==> src/rtl/spim_pkg.sv <==
package spim_pkg;

   typedef enum logic [1:0] {
      FR_QUAD = 2'd0,
      FR_TRI  = 2'd1,
      FR_NINE = 2'd2
   } frame_e;

   typedef enum logic [1:0] {
      ST_IDLE,
      ST_SETUP,
      ST_SHIFT,
      ST_HOLD
   } phase_e;

   typedef struct packed {
      frame_e frame;
      logic   tri_rx;
      logic   cpol;
      logic   cpha;
      logic   ce_hi;
   } xfer_cfg_t;

   function automatic frame_e decode_frame(input logic [1:0] code);
      case (code)
         2'd1:    return FR_TRI;
         2'd2:    return FR_NINE;
         default: return FR_QUAD;
      endcase
   endfunction

endpackage

==> src/rtl/spim_clkdiv.sv <==
module spim_clkdiv #(
   parameter int DIV_W = 16
) (
   input  logic             clk,
   input  logic             rst_n,
   input  logic             run,
   input  logic [DIV_W-1:0] half,
   output logic             tick
);

   logic [DIV_W-1:0] cnt;

   assign tick = run && (cnt == half - DIV_W'(1));

   always_ff @(posedge clk or negedge rst_n) begin
      if (!rst_n)
         cnt <= '0;
      else if (!run || tick)
         cnt <= '0;
      else
         cnt <= cnt + DIV_W'(1);
   end

endmodule

==> src/rtl/spim_shift.sv <==
module spim_shift #(
   parameter int TX_W = 9,
   parameter int RX_W = 8
) (
   input  logic            clk,
   input  logic            rst_n,
   input  logic            load,
   input  logic [TX_W-1:0] load_word,
   input  logic            shift_out,
   input  logic            sample_in,
   input  logic            in_bit,
   output logic            tx_msb,
   output logic [RX_W-1:0] rx_word
);

   logic [TX_W-1:0] tx_q;
   logic [RX_W-1:0] rx_q;

   always_ff @(posedge clk or negedge rst_n) begin
      if (!rst_n)
         tx_q <= '0;
      else if (load)
         tx_q <= load_word;
      else if (shift_out)
         tx_q <= {tx_q[TX_W-2:0], 1'b0};
   end

   always_ff @(posedge clk or negedge rst_n) begin
      if (!rst_n)
         rx_q <= '0;
      else if (sample_in)
         rx_q <= {rx_q[RX_W-2:0], in_bit};
   end

   assign tx_msb  = tx_q[TX_W-1];
   assign rx_word = rx_q;

endmodule

==> src/rtl/spim_cedrv.sv <==
module spim_cedrv #(
   parameter int NUM_CE = 2,
   parameter int SEL_W  = 1
) (
   input  logic              active,
   input  logic [SEL_W-1:0]  sel,
   input  logic              act_high,
   output logic [NUM_CE-1:0] ce_out
);

   for (genvar i = 0; i < NUM_CE; i++) begin : g_ce
      assign ce_out[i] = (active && (sel == SEL_W'(i))) ? act_high : ~act_high;
   end

endmodule

==> src/rtl/spim_top.sv <==
module spim_top
   import spim_pkg::*;
#(
   parameter int DATA_W   = 8,
   parameter int NUM_CE   = 2,
   parameter int DIV_W    = 16,
   parameter int CE_SETUP = 3,
   parameter int CE_HOLD  = 1,
   localparam int SEL_W   = (NUM_CE > 1) ? $clog2(NUM_CE) : 1
) (
   input  logic              clk,
   input  logic              rst_n,
   input  logic              start,
   input  logic [DATA_W-1:0] tx_data,
   input  logic              dc_flag,
   input  logic [1:0]        frame_sel,
   input  logic              tri_rx,
   input  logic              cpol,
   input  logic              cpha,
   input  logic              ce_high,
   input  logic [SEL_W-1:0]  ce_idx,
   input  logic [DIV_W-1:0]  cdiv,
   input  logic              sdi,
   input  logic              sdio_in,
   output logic [DATA_W-1:0] rx_data,
   output logic              busy,
   output logic              done,
   output logic              sclk,
   output logic              sdo,
   output logic              sdo_oe,
   output logic [NUM_CE-1:0] ce_out
);

   localparam int FRAME_W = DATA_W + 1;
   localparam int EDGE_W  = $clog2(2 * FRAME_W + 1);
   localparam int GAP_MAX = (CE_SETUP > CE_HOLD) ? CE_SETUP : CE_HOLD;
   localparam int GAP_W   = $clog2(GAP_MAX + 1);
   localparam logic [EDGE_W-1:0] EDGES_WORD = EDGE_W'(2 * DATA_W);
   localparam logic [EDGE_W-1:0] EDGES_NINE = EDGE_W'(2 * FRAME_W);
   localparam logic [GAP_W-1:0]  SETUP_LAST = GAP_W'(CE_SETUP - 1);
   localparam logic [GAP_W-1:0]  HOLD_LAST  = GAP_W'(CE_HOLD - 1);

   if (DATA_W < 2) begin : g_bad_data
      $error("spim_top: DATA_W must be at least 2");
   end
   if (NUM_CE < 1) begin : g_bad_ce
      $error("spim_top: NUM_CE must be at least 1");
   end
   if (DIV_W < 2) begin : g_bad_div
      $error("spim_top: DIV_W must be at least 2");
   end
   if (CE_SETUP < 1 || CE_HOLD < 1) begin : g_bad_gap
      $error("spim_top: CE_SETUP and CE_HOLD must be at least 1");
   end

   phase_e            st;
   xfer_cfg_t         cfg, cfg_new;
   logic [SEL_W-1:0]  sel_q;
   logic [DIV_W-1:0]  half_q, half_new;
   logic [EDGE_W-1:0] edges, edge_nxt, last_edge;
   logic [GAP_W-1:0]  gap;
   logic              sclk_q, done_q;
   logic [DATA_W-1:0] rx_q, rx_shift;
   logic [FRAME_W-1:0] load_word;
   logic              tick, lead, sample_now, shift_now, rx_en, in_bit, accept;

   // settings captured at start
   always_comb begin
      cfg_new.frame  = decode_frame(frame_sel);
      cfg_new.tri_rx = tri_rx;
      cfg_new.cpol   = cpol;
      cfg_new.cpha   = cpha;
      cfg_new.ce_hi  = ce_high;
      if (cdiv[DIV_W-1:1] == '0)
         half_new = {1'b1, {(DIV_W-1){1'b0}}};
      else
         half_new = {1'b0, cdiv[DIV_W-1:1]};
      if (cfg_new.frame == FR_NINE)
         load_word = {dc_flag, tx_data};
      else
         load_word = {tx_data, 1'b0};
   end

   assign accept     = start && (st == ST_IDLE);
   assign edge_nxt   = edges + EDGE_W'(1);
   assign lead       = edge_nxt[0];
   assign last_edge  = (cfg.frame == FR_NINE) ? EDGES_NINE : EDGES_WORD;
   assign sample_now = tick && (lead ^ cfg.cpha) && rx_en;
   assign shift_now  = tick && !(lead ^ cfg.cpha) && !(cfg.cpha && (edge_nxt == EDGE_W'(1)));
   assign rx_en      = (cfg.frame != FR_TRI) || cfg.tri_rx;
   assign in_bit     = (cfg.frame == FR_TRI) ? sdio_in : sdi;

   spim_clkdiv #(.DIV_W(DIV_W)) u_div (
      .clk   (clk),
      .rst_n (rst_n),
      .run   (st == ST_SHIFT),
      .half  (half_q),
      .tick  (tick)
   );

   spim_shift #(.TX_W(FRAME_W), .RX_W(DATA_W)) u_shift (
      .clk       (clk),
      .rst_n     (rst_n),
      .load      (accept),
      .load_word (load_word),
      .shift_out (shift_now),
      .sample_in (sample_now),
      .in_bit    (in_bit),
      .tx_msb    (sdo),
      .rx_word   (rx_shift)
   );

   spim_cedrv #(.NUM_CE(NUM_CE), .SEL_W(SEL_W)) u_ce (
      .active   (st != ST_IDLE),
      .sel      (sel_q),
      .act_high (cfg.ce_hi),
      .ce_out   (ce_out)
   );

   always_ff @(posedge clk or negedge rst_n) begin
      if (!rst_n) begin
         st     <= ST_IDLE;
         cfg    <= '0;
         sel_q  <= '0;
         half_q <= '0;
         edges  <= '0;
         gap    <= '0;
         sclk_q <= 1'b0;
         done_q <= 1'b0;
         rx_q   <= '0;
      end else begin
         done_q <= 1'b0;
         case (st)
            ST_IDLE: begin
               if (start) begin
                  cfg    <= cfg_new;
                  sel_q  <= ce_idx;
                  half_q <= half_new;
                  sclk_q <= cpol;
                  edges  <= '0;
                  gap    <= '0;
                  st     <= ST_SETUP;
               end
            end
            ST_SETUP: begin
               if (gap == SETUP_LAST) begin
                  gap <= '0;
                  st  <= ST_SHIFT;
               end else begin
                  gap <= gap + GAP_W'(1);
               end
            end
            ST_SHIFT: begin
               if (tick) begin
                  sclk_q <= ~sclk_q;
                  edges  <= edge_nxt;
                  if (edge_nxt == last_edge)
                     st <= ST_HOLD;
               end
            end
            ST_HOLD: begin
               if (gap == HOLD_LAST) begin
                  st     <= ST_IDLE;
                  done_q <= 1'b1;
                  if (rx_en)
                     rx_q <= rx_shift;
               end else begin
                  gap <= gap + GAP_W'(1);
               end
            end
            default: st <= ST_IDLE;
         endcase
      end
   end

   assign busy    = (st != ST_IDLE);
   assign done    = done_q;
   assign sclk    = sclk_q;
   assign rx_data = rx_q;
   assign sdo_oe  = (cfg.frame != FR_TRI) || (busy && !cfg.tri_rx);

endmodule

==> config.mk <==
export PLATFORM = sky130hd
export DESIGN_NAME = spim_top
export DESIGN_NICKNAME = d
export VERILOG_FILES = /design/src/rtl/spim_pkg.sv /design/src/rtl/spim_clkdiv.sv /design/src/rtl/spim_shift.sv /design/src/rtl/spim_cedrv.sv /design/src/rtl/spim_top.sv
export SDC_FILE = /design/constraint.sdc
export NUM_CORES = 1
export LEC_CHECK = 0
export BUFFER_PORTS_ARGS = -buffer_cell sky130_fd_sc_hd__buf_2
export CORE_MARGIN = 10
export CORE_UTILIZATION = 60
export CTS_BUF_LIST = sky130_fd_sc_hd__clkbuf_8
export DETAILED_ROUTE_END_ITERATION = 8
export GPL_TIMING_DRIVEN = 0
export PLACE_DENSITY = 0.82
export SETUP_SLACK_MARGIN = 0.3
export SYNTH_ARGS = -nofsm -noshare
export SYNTH_HDL_FRONTEND = slang
export SYNTH_SLANG_ARGS = --single-unit
==> constraint.sdc <==
create_clock -name clk -period 4.4 [get_ports clk]
set_input_delay 0.88 -clock clk [delete_from_list [all_inputs] [get_ports clk]]
set_output_delay 0.88 -clock clk [all_outputs]
set_load 0.05 [all_outputs]
==> results of run 1 <==
-- area by class of cell --
class | instances | area, µm² | area share [%]
Timing Repair Buffer | 50 | 275 | 5.63
Sequential cell | 74 | 1850 | 37.9
Clock inverter | 4 | 27.5 | 0.563
Multi-Input combinational cell | 318 | 2320 | 47.4
Inverter | 15 | 56.3 | 1.15
Buffer | 20 | 86.3 | 1.77
Clock buffer | 11 | 151 | 3.10
Tap cell | 96 | 120 | 2.46
-- metrics by stage --
stage          area [µm²]  hold slack (ns)
6_report             4890            0.429
5_1_grt              4890            0.439
4_1_cts              4890            0.434
3_5_place_dp         4710            0.490
3_3_place_gp         4680            0.484
2_1_floorplan        4310            0.464
-- power by group through the flow --
stage	registers (mW)	logic, mW	clock network [mW]
3_3_place_gp	1.02	1.25	0
5_1_grt	1.05	1.46	0.513
2_1_floorplan	1.03	0.993	0
4_1_cts	1.02	1.32	0.489
6_report	1.03	1.32	0.482
3_5_place_dp	1.03	1.31	0
-- state kept, by name, indices dropped and copies added (netlist names) --
register and cells:
u_div.cnt 16, edges 5, u_shift.tx_q 9, rx_data 8
gap 2, done 1, half_q 16, st 2
cfg 5, sclk 1, u_shift.rx_word 8, sel_q 1
-- worst register-to-register path: stages, from the launching register on --
cell	delay (ns)
dfrtp_1	0.36
buf_2	0.16
inv_1	0.07
ha_1	0.13
clkbuf_1	0.28
nor3b_1	0.44
nand4_1	0.16
and4b_1	0.26
a31o_1	0.25
or4_4	0.54
a2111oi_4	0.58
mux2_2	0.41
-- logic make-up (layout without fill, tap and decap cells) --
| group | after synthesis | count (layout) | synth area share [%] |
|---|---|---|---|
| simple gates | 152 | 152 | 19.2 |
| buf+inv | 35 | 100 | 3.31 |
| fa+ha+maj | 12 | 12 | 3.48 |
| xor+xnor | 39 | 39 | 7.92 |
| compound gates | 72 | 72 | 12.0 |
| flops | 74 | 74 | 42.9 |
| mux | 43 | 43 | 11.1 |
-- layout by cell type (no fill, tap or decap), types with 5 or more instances in the layout --
cell type,instances
and3_1,6
nor4_1,5
xnor2_1,24
inv_1,15
clkbuf_8,11
nor3_1,9
a21oi_1,11
nand3_1,17
ha_1,12
nor2b_1,8
dfrtp_1,74
a22o_1,7
nand4_1,14
a22oi_1,5
xor2_1,15
clkbuf_1,13
buf_2,51
nand2_1,18
mux2_2,40
o31ai_1,9
nor3b_1,5
nor2_1,44
a31oi_1,10
o21ai_0,10
-- worst paths after layout --
path,from,end,slack [ns],cells past startpoint
hold reg to reg,cfg[5]$_DFFE_PN0P_,cfg[5]$_DFFE_PN0P_,0.50,1
hold / removal,rst_n,rx_data[7]$_DFFE_PN0P_,0.43,1
setup reg to reg,half_q[0]$_DFFE_PN0P_,u_shift.rx_word[6]$_DFFE_PN0P_,0.66,11
min in group clk,cfg[5]$_DFFE_PN0P_,cfg[5]$_DFFE_PN0P_,0.50,1
max in group asynchronous,rst_n,cfg[1]$_DFFE_PN0P_,3.42,2
setup / recovery,half_q[0]$_DFFE_PN0P_,u_shift.rx_word[6]$_DFFE_PN0P_,0.66,11
-- per-layer routing --
metal  GRT usage [%]  wire length, µm  up-vias  part of all wire (%)
li1                -                -     1666                     -
met1            23.9             4550     1669                    46
met2            29.3             4510      149                    45
met3            4.55              668       20                   6.7
met4            7.06              212        0                   2.1
met5               0                0        -                     0
==> impl_results.md, run 1 <==
* Clock slew at reported path FFs at 0.07 ns
* Asr flop ratio synth at 100%
* Antenna cell count at 0
* Critical Path Sink Type: flop
* Slowest CP cell: a2111oi_4
* Clock tree sinks at 74
* Setup bufs post-CTS at 0
* Final Hold Viols at 0
* Clk root buf: clkbuf_8
* Pwr Total at 2.83 mW
* Util after Layout at 70.7%
* 1st-iter DRT viols at 198
* Pre-CTS setup slack at 0.703 ns
* Netlist cell types at 55
* Die H at 105 µm
* EDFF count, synth at 0
* Critical path class: reg -> reg
* Placer congestion estimate at 0.878
* Peak VDD IR at 0.000589 V
* Dpl cells at 573
* Fraction of layout cells with a size suffix above 1 at 24.4%
* Number of synthesis warnings at 0
* Crit start category: flop
* Setup Skew at 0.00813 ns
* Final HPWL DP at 7.50 mm
* Switching share of power at 43.3%
* First-pass GRT wire length at 17.3 mm
* Layout net count at 537
* Hold/Removal Path Class: in -> async
* CP max FO at 8
* Static Leakage at 2.11 nW
* Setup Viol. Count Final at 0
* Final non-filler cell total at 588
* CTS tree: done
* Clock power frac at 17.0%
* Vias at 3,504
* Psw at 1.23 mW
* Largest net degree at the start of global routing at 52
* CP Data Required Time at 4.63 ns
* Worst Setup Slack, final at 0.660 ns
* Internal at 1.60 mW
* Slew Limit Fails at 0
* Gr usage total at 18.5%
* Avg WL per Cell at 16.9 µm
* Most used DFF post-synth: dfrtp_1
* Fmax at 0.267 GHz
* Final ANT Viol Nets at 0
* Critical path cell sequence: buf_2 > inv_1 > ha_1 > clkbuf_1 > nor3b_1 > nand4_1 > and4b_1 > a31o_1 > or4_4 > a2111oi_4 > mux2_2
* Initial antenna violation count at 0
* CTS Buffer Depth at 2
* CTS Buf Count at 9
* Final WL at 9.95 mm
* Worst slew pin tran at 0.940 ns
* Clock Latency Late Sink at 0.35 ns
* Largest cells by area after synthesis: dfrtp_1, mux2_2, xnor2_1
* Comb pwr share at 46.7%
* Hold_buf cts at 0
* Drt pass-1 iters at 5
* Max_slew headroom at 36.8%
* Vias/cell at 5.96
* Buffers on Ports at 49
* Largest stage delay, worst path at 0.58 ns
* Most common cell in the netlist: dfrtp_1
* H-tree levels at 3
* Number of I/O pins at 52
* CP delay by family, top: simple AND/OR/NAND/NOR gates
* Synth Area per Inst at 10.1 µm²
* Crit path time final at 3.74 ns
* Post-synth top area share at 42.9%
* Syn Inst Count at 427
* RSZ-0062 raised after global routing: false
* Final cycle utilization of the critical path at 85.0%
* Synthesized area at 4310 µm²
* Number of global-route vias before repair at 3,535
* Initial Utilization at 62.4%
* Syn Nets at 476
* Overflow after GRT at 0
* Fin Setup TNS at 0 ns
* Status: completed
* Fillers at 549
* Crit path buf inv count at 3
* Post-synth top area cell: dfrtp_1
* Share of power burned in registers at 36.3%
* Top cells by count, synth: dfrtp_1, nor2_1, mux2_2, xnor2_1, nand2_1
* #FFs+latches synth at 74
* WP data arrival at 3.97 ns
* Proportion of synthesized chip area in sequential cells at 42.9%
* Area growth, synth to finish at 13.3%
* Die area at 11,000 µm²
* Drc violations at 0
* Die width at 105 µm
* Std cell rows at 30
* PwrDens at 579 nW/µm²
* # Max-Cap Violations at 0
* Core Area at 6910 µm²
* Post_cts resized at 0
No activity file was read; power rests on OpenSTA's default activity.
==> inputs of run 2 (changes only) <==
Settings changed: BUFFER_PORTS_ARGS -buffer_cell sky130_fd_sc_hd__buf_2 to -buffer_cell sky130_fd_sc_hd__buf_4, GPL_TIMING_DRIVEN 0 to not set.
==> impl_results.md, run 2 (same netlist as run 1, synthesis figures left out) <==
* Status: completed
* Initial antenna violation count at 0 (unchanged)
* CP delay by family, top: simple AND/OR/NAND/NOR gates
* Crit start category: flop
* CTS Buf Count at 9 (unchanged)
* Crit path buf inv count at 1 (-2)
* Reg2reg start: half_q[0]$_DFFE_PN0P_
* Commonest non-fill, non-tap cell in the layout: dfrtp_1
* Gr usage total at 17.7% (-0.86 points)
* Slew Limit Fails at 0 (unchanged)
* Die H at 105 µm (unchanged)
* Drt pass-1 iters at 4 (-1)
* CP Data Required Time at 4.62 ns (about the same)
* Worst reg2reg setup slack at 0.68 ns (+0.02 ns)
* Number of global-route vias before repair at 3,448 (-2.5%)
* Number of I/O pins at 52 (unchanged)
* Placer congestion estimate at 0.881 (+0.40%)
* Buffers on Ports at 50 (+2.0%)
* Final ANT Viol Nets at 0 (unchanged)
* CP max FO at 12 (+4)
* Final cycle utilization of the critical path at 84.5% (-0.50 points)
* Drc violations at 0 (unchanged)
* Antenna cell count at 0 (unchanged)
* Largest stage delay, worst path at 0.63 ns (+0.05 ns)
* Critical path class: reg -> reg
* Avg WL per Cell at 16.5 µm (-2.3%)
* RSZ-0062 raised after global routing: false
* Final non-filler cell total at 571 (-2.9%)
* Core Area at 6910 µm² (unchanged)
* Most frequent cells in the layout: dfrtp_1, buf_4, nor2_1
* # Max-Cap Violations at 0 (unchanged)
* Max_slew headroom at 37.9% (+1.1 points)
* Hold_buf cts at 0 (unchanged)
* PwrDens at 573 nW/µm² (-1.2%)
* Hold/Removal Path Class: reg -> reg
* Layout net count at 519 (-3.4%)
* Initial Utilization at 62.4% (unchanged)
* Critical path depth in cells at 9 (-2)
* Static Leakage at 2.13 nW (+0.98%)
* Pre-CTS setup slack at 0.703 ns (+0.000229 ns)
* Vias at 3,418 (-2.5%)
* Crit Reg-Reg Endpoint: u_shift.rx_word[1]$_DFFE_PN0P_
* Clock Latency Late Sink at 0.34 ns (about the same)
* Setup Skew at 0.00717 ns (-0.000963 ns)
* Clk root buf: clkbuf_8
* First-pass GRT wire length at 16.4 mm (-5.1%)
* Largest regs: half_q: 16 flops, u_div.cnt: 16 flops, u_shift.tx_q: 9 flops
* Overflow after GRT at 0 (unchanged)
* Final Hold Viols at 0 (unchanged)
* Worst slew pin tran at 0.923 ns (-0.0169 ns)
* Post_cts resized at 0 (unchanged)
* WP data arrival at 3.94 ns (-0.03 ns)
* Final WL at 9.44 mm (-5.1%)
* Setup bufs post-CTS at 0 (unchanged)
* Clock slew at reported path FFs at 0.07 ns (about the same)
* Crit path time final at 3.72 ns (-0.0220 ns)
* Cells on worst reg2reg path at 9 (-2)
* Crit path to: u_shift.rx_word[1]$_DFFE_PN0P_
* Vias/cell at 5.99 (+0.45%)
* Worst Setup Slack, final at 0.682 ns (+0.0220 ns)
* Area growth, synth to finish at 14.1%
* Clock tree sinks at 74 (unchanged)
* Critical Path Sink Type: flop
* Slowest CP cell: a2111oi_4
* 1st-iter DRT viols at 174 (-12%)
* Peak VDD IR at 0.000523 V (-11%)
* Util after Layout at 71.2% (+0.47 points)
* Die width at 105 µm (unchanged)
* H-tree levels at 3 (unchanged)
* Final HPWL DP at 7.09 mm (-5.5%)
* Critical path cell sequence: inv_1 > ha_1 > nor3b_1 > nand4_1 > and4b_1 > a31o_1 > or4_4 > a2111oi_4 > mux2_2
* CTS tree: done
* Dpl cells at 555 (-3.1%)
* Fmax at 0.269 GHz (+0.59%)
* Std cell rows at 30 (unchanged)
* CTS Buffer Depth at 2 (unchanged)
* Setup Viol. Count Final at 0 (unchanged)
* Fraction of layout cells with a size suffix above 1 at 24.6% (+0.24 points)
* Largest net degree at the start of global routing at 75 (+44%)
* Die area at 11,000 µm² (unchanged)
* Fin Setup TNS at 0 ns (unchanged)
* CP startpoint: half_q[0]$_DFFE_PN0P_
## run 2: where the power goes
part	switching [mW]	internal (mW)	total (mW)	leakage [nW]
sequential	0.202	0.853	1.05	0.955
clock	0.236	0.245	0.481	0.105
combinational	0.748	0.533	1.28	1.07
total	1.19	1.63	2.82	2.13
## run 2: layout make-up
cell class	count	area (µm²)
multi-input combinational	318	2320
fill	538	1990
clock inverter	4	17.5
inverter	15	56.3
tap	96	120
clock buffer	12	165
sequential	74	1850
timing repair buffer	52	390
## run 2: worst min path at each step
stage | slack [ns] | start | cells after the start | endpoint
6_report | 0.51 | rx_data[5]$_DFFE_PN0P_ | 1 | rx_data[5]$_DFFE_PN0P_
5_1_grt | 0.54 | u_shift.rx_word[7]$_DFFE_PN0P_ | 1 | u_shift.rx_word[7]$_DFFE_PN0P_
4_1_cts | 0.51 | u_shift.rx_word[7]$_DFFE_PN0P_ | 1 | u_shift.rx_word[7]$_DFFE_PN0P_
3_5_place_dp | 0.50 | u_shift.rx_word[7]$_DFFE_PN0P_ | 1 | u_shift.rx_word[7]$_DFFE_PN0P_
3_3_place_gp | 0.48 | cfg[5]$_DFFE_PN0P_ | 1 | cfg[5]$_DFFE_PN0P_
2_1_floorplan | 0.46 | cfg[4]$_DFFE_PN0P_ | 2 | cfg[4]$_DFFE_PN0P_
## run 2: per-layer routing
layer | routed length, µm | GRT usage (%) | vias to the layer above
li1 | - | - | 1633
met3 | 659 | 4.36 | 18
met4 | 195 | 7.45 | 0
met5 | 0 | 0 | -
met2 | 4410 | 27.2 | 130
met1 | 4180 | 23.1 | 1637
## run 2: per-stage QoR
| stage | hold WS [ns] | instance area [µm²] | power, mW |
|---|---|---|---|
| after floorplan | 0.464 | 4310 | 2.02 |
| after global placement | 0.483 | 4740 | 2.28 |
| after detailed placement | 0.497 | 4740 | 2.34 |
| after CTS | 0.514 | 4920 | 2.83 |
| after global routing | 0.543 | 4920 | 3.02 |
| final | 0.508 | 4920 | 2.82 |
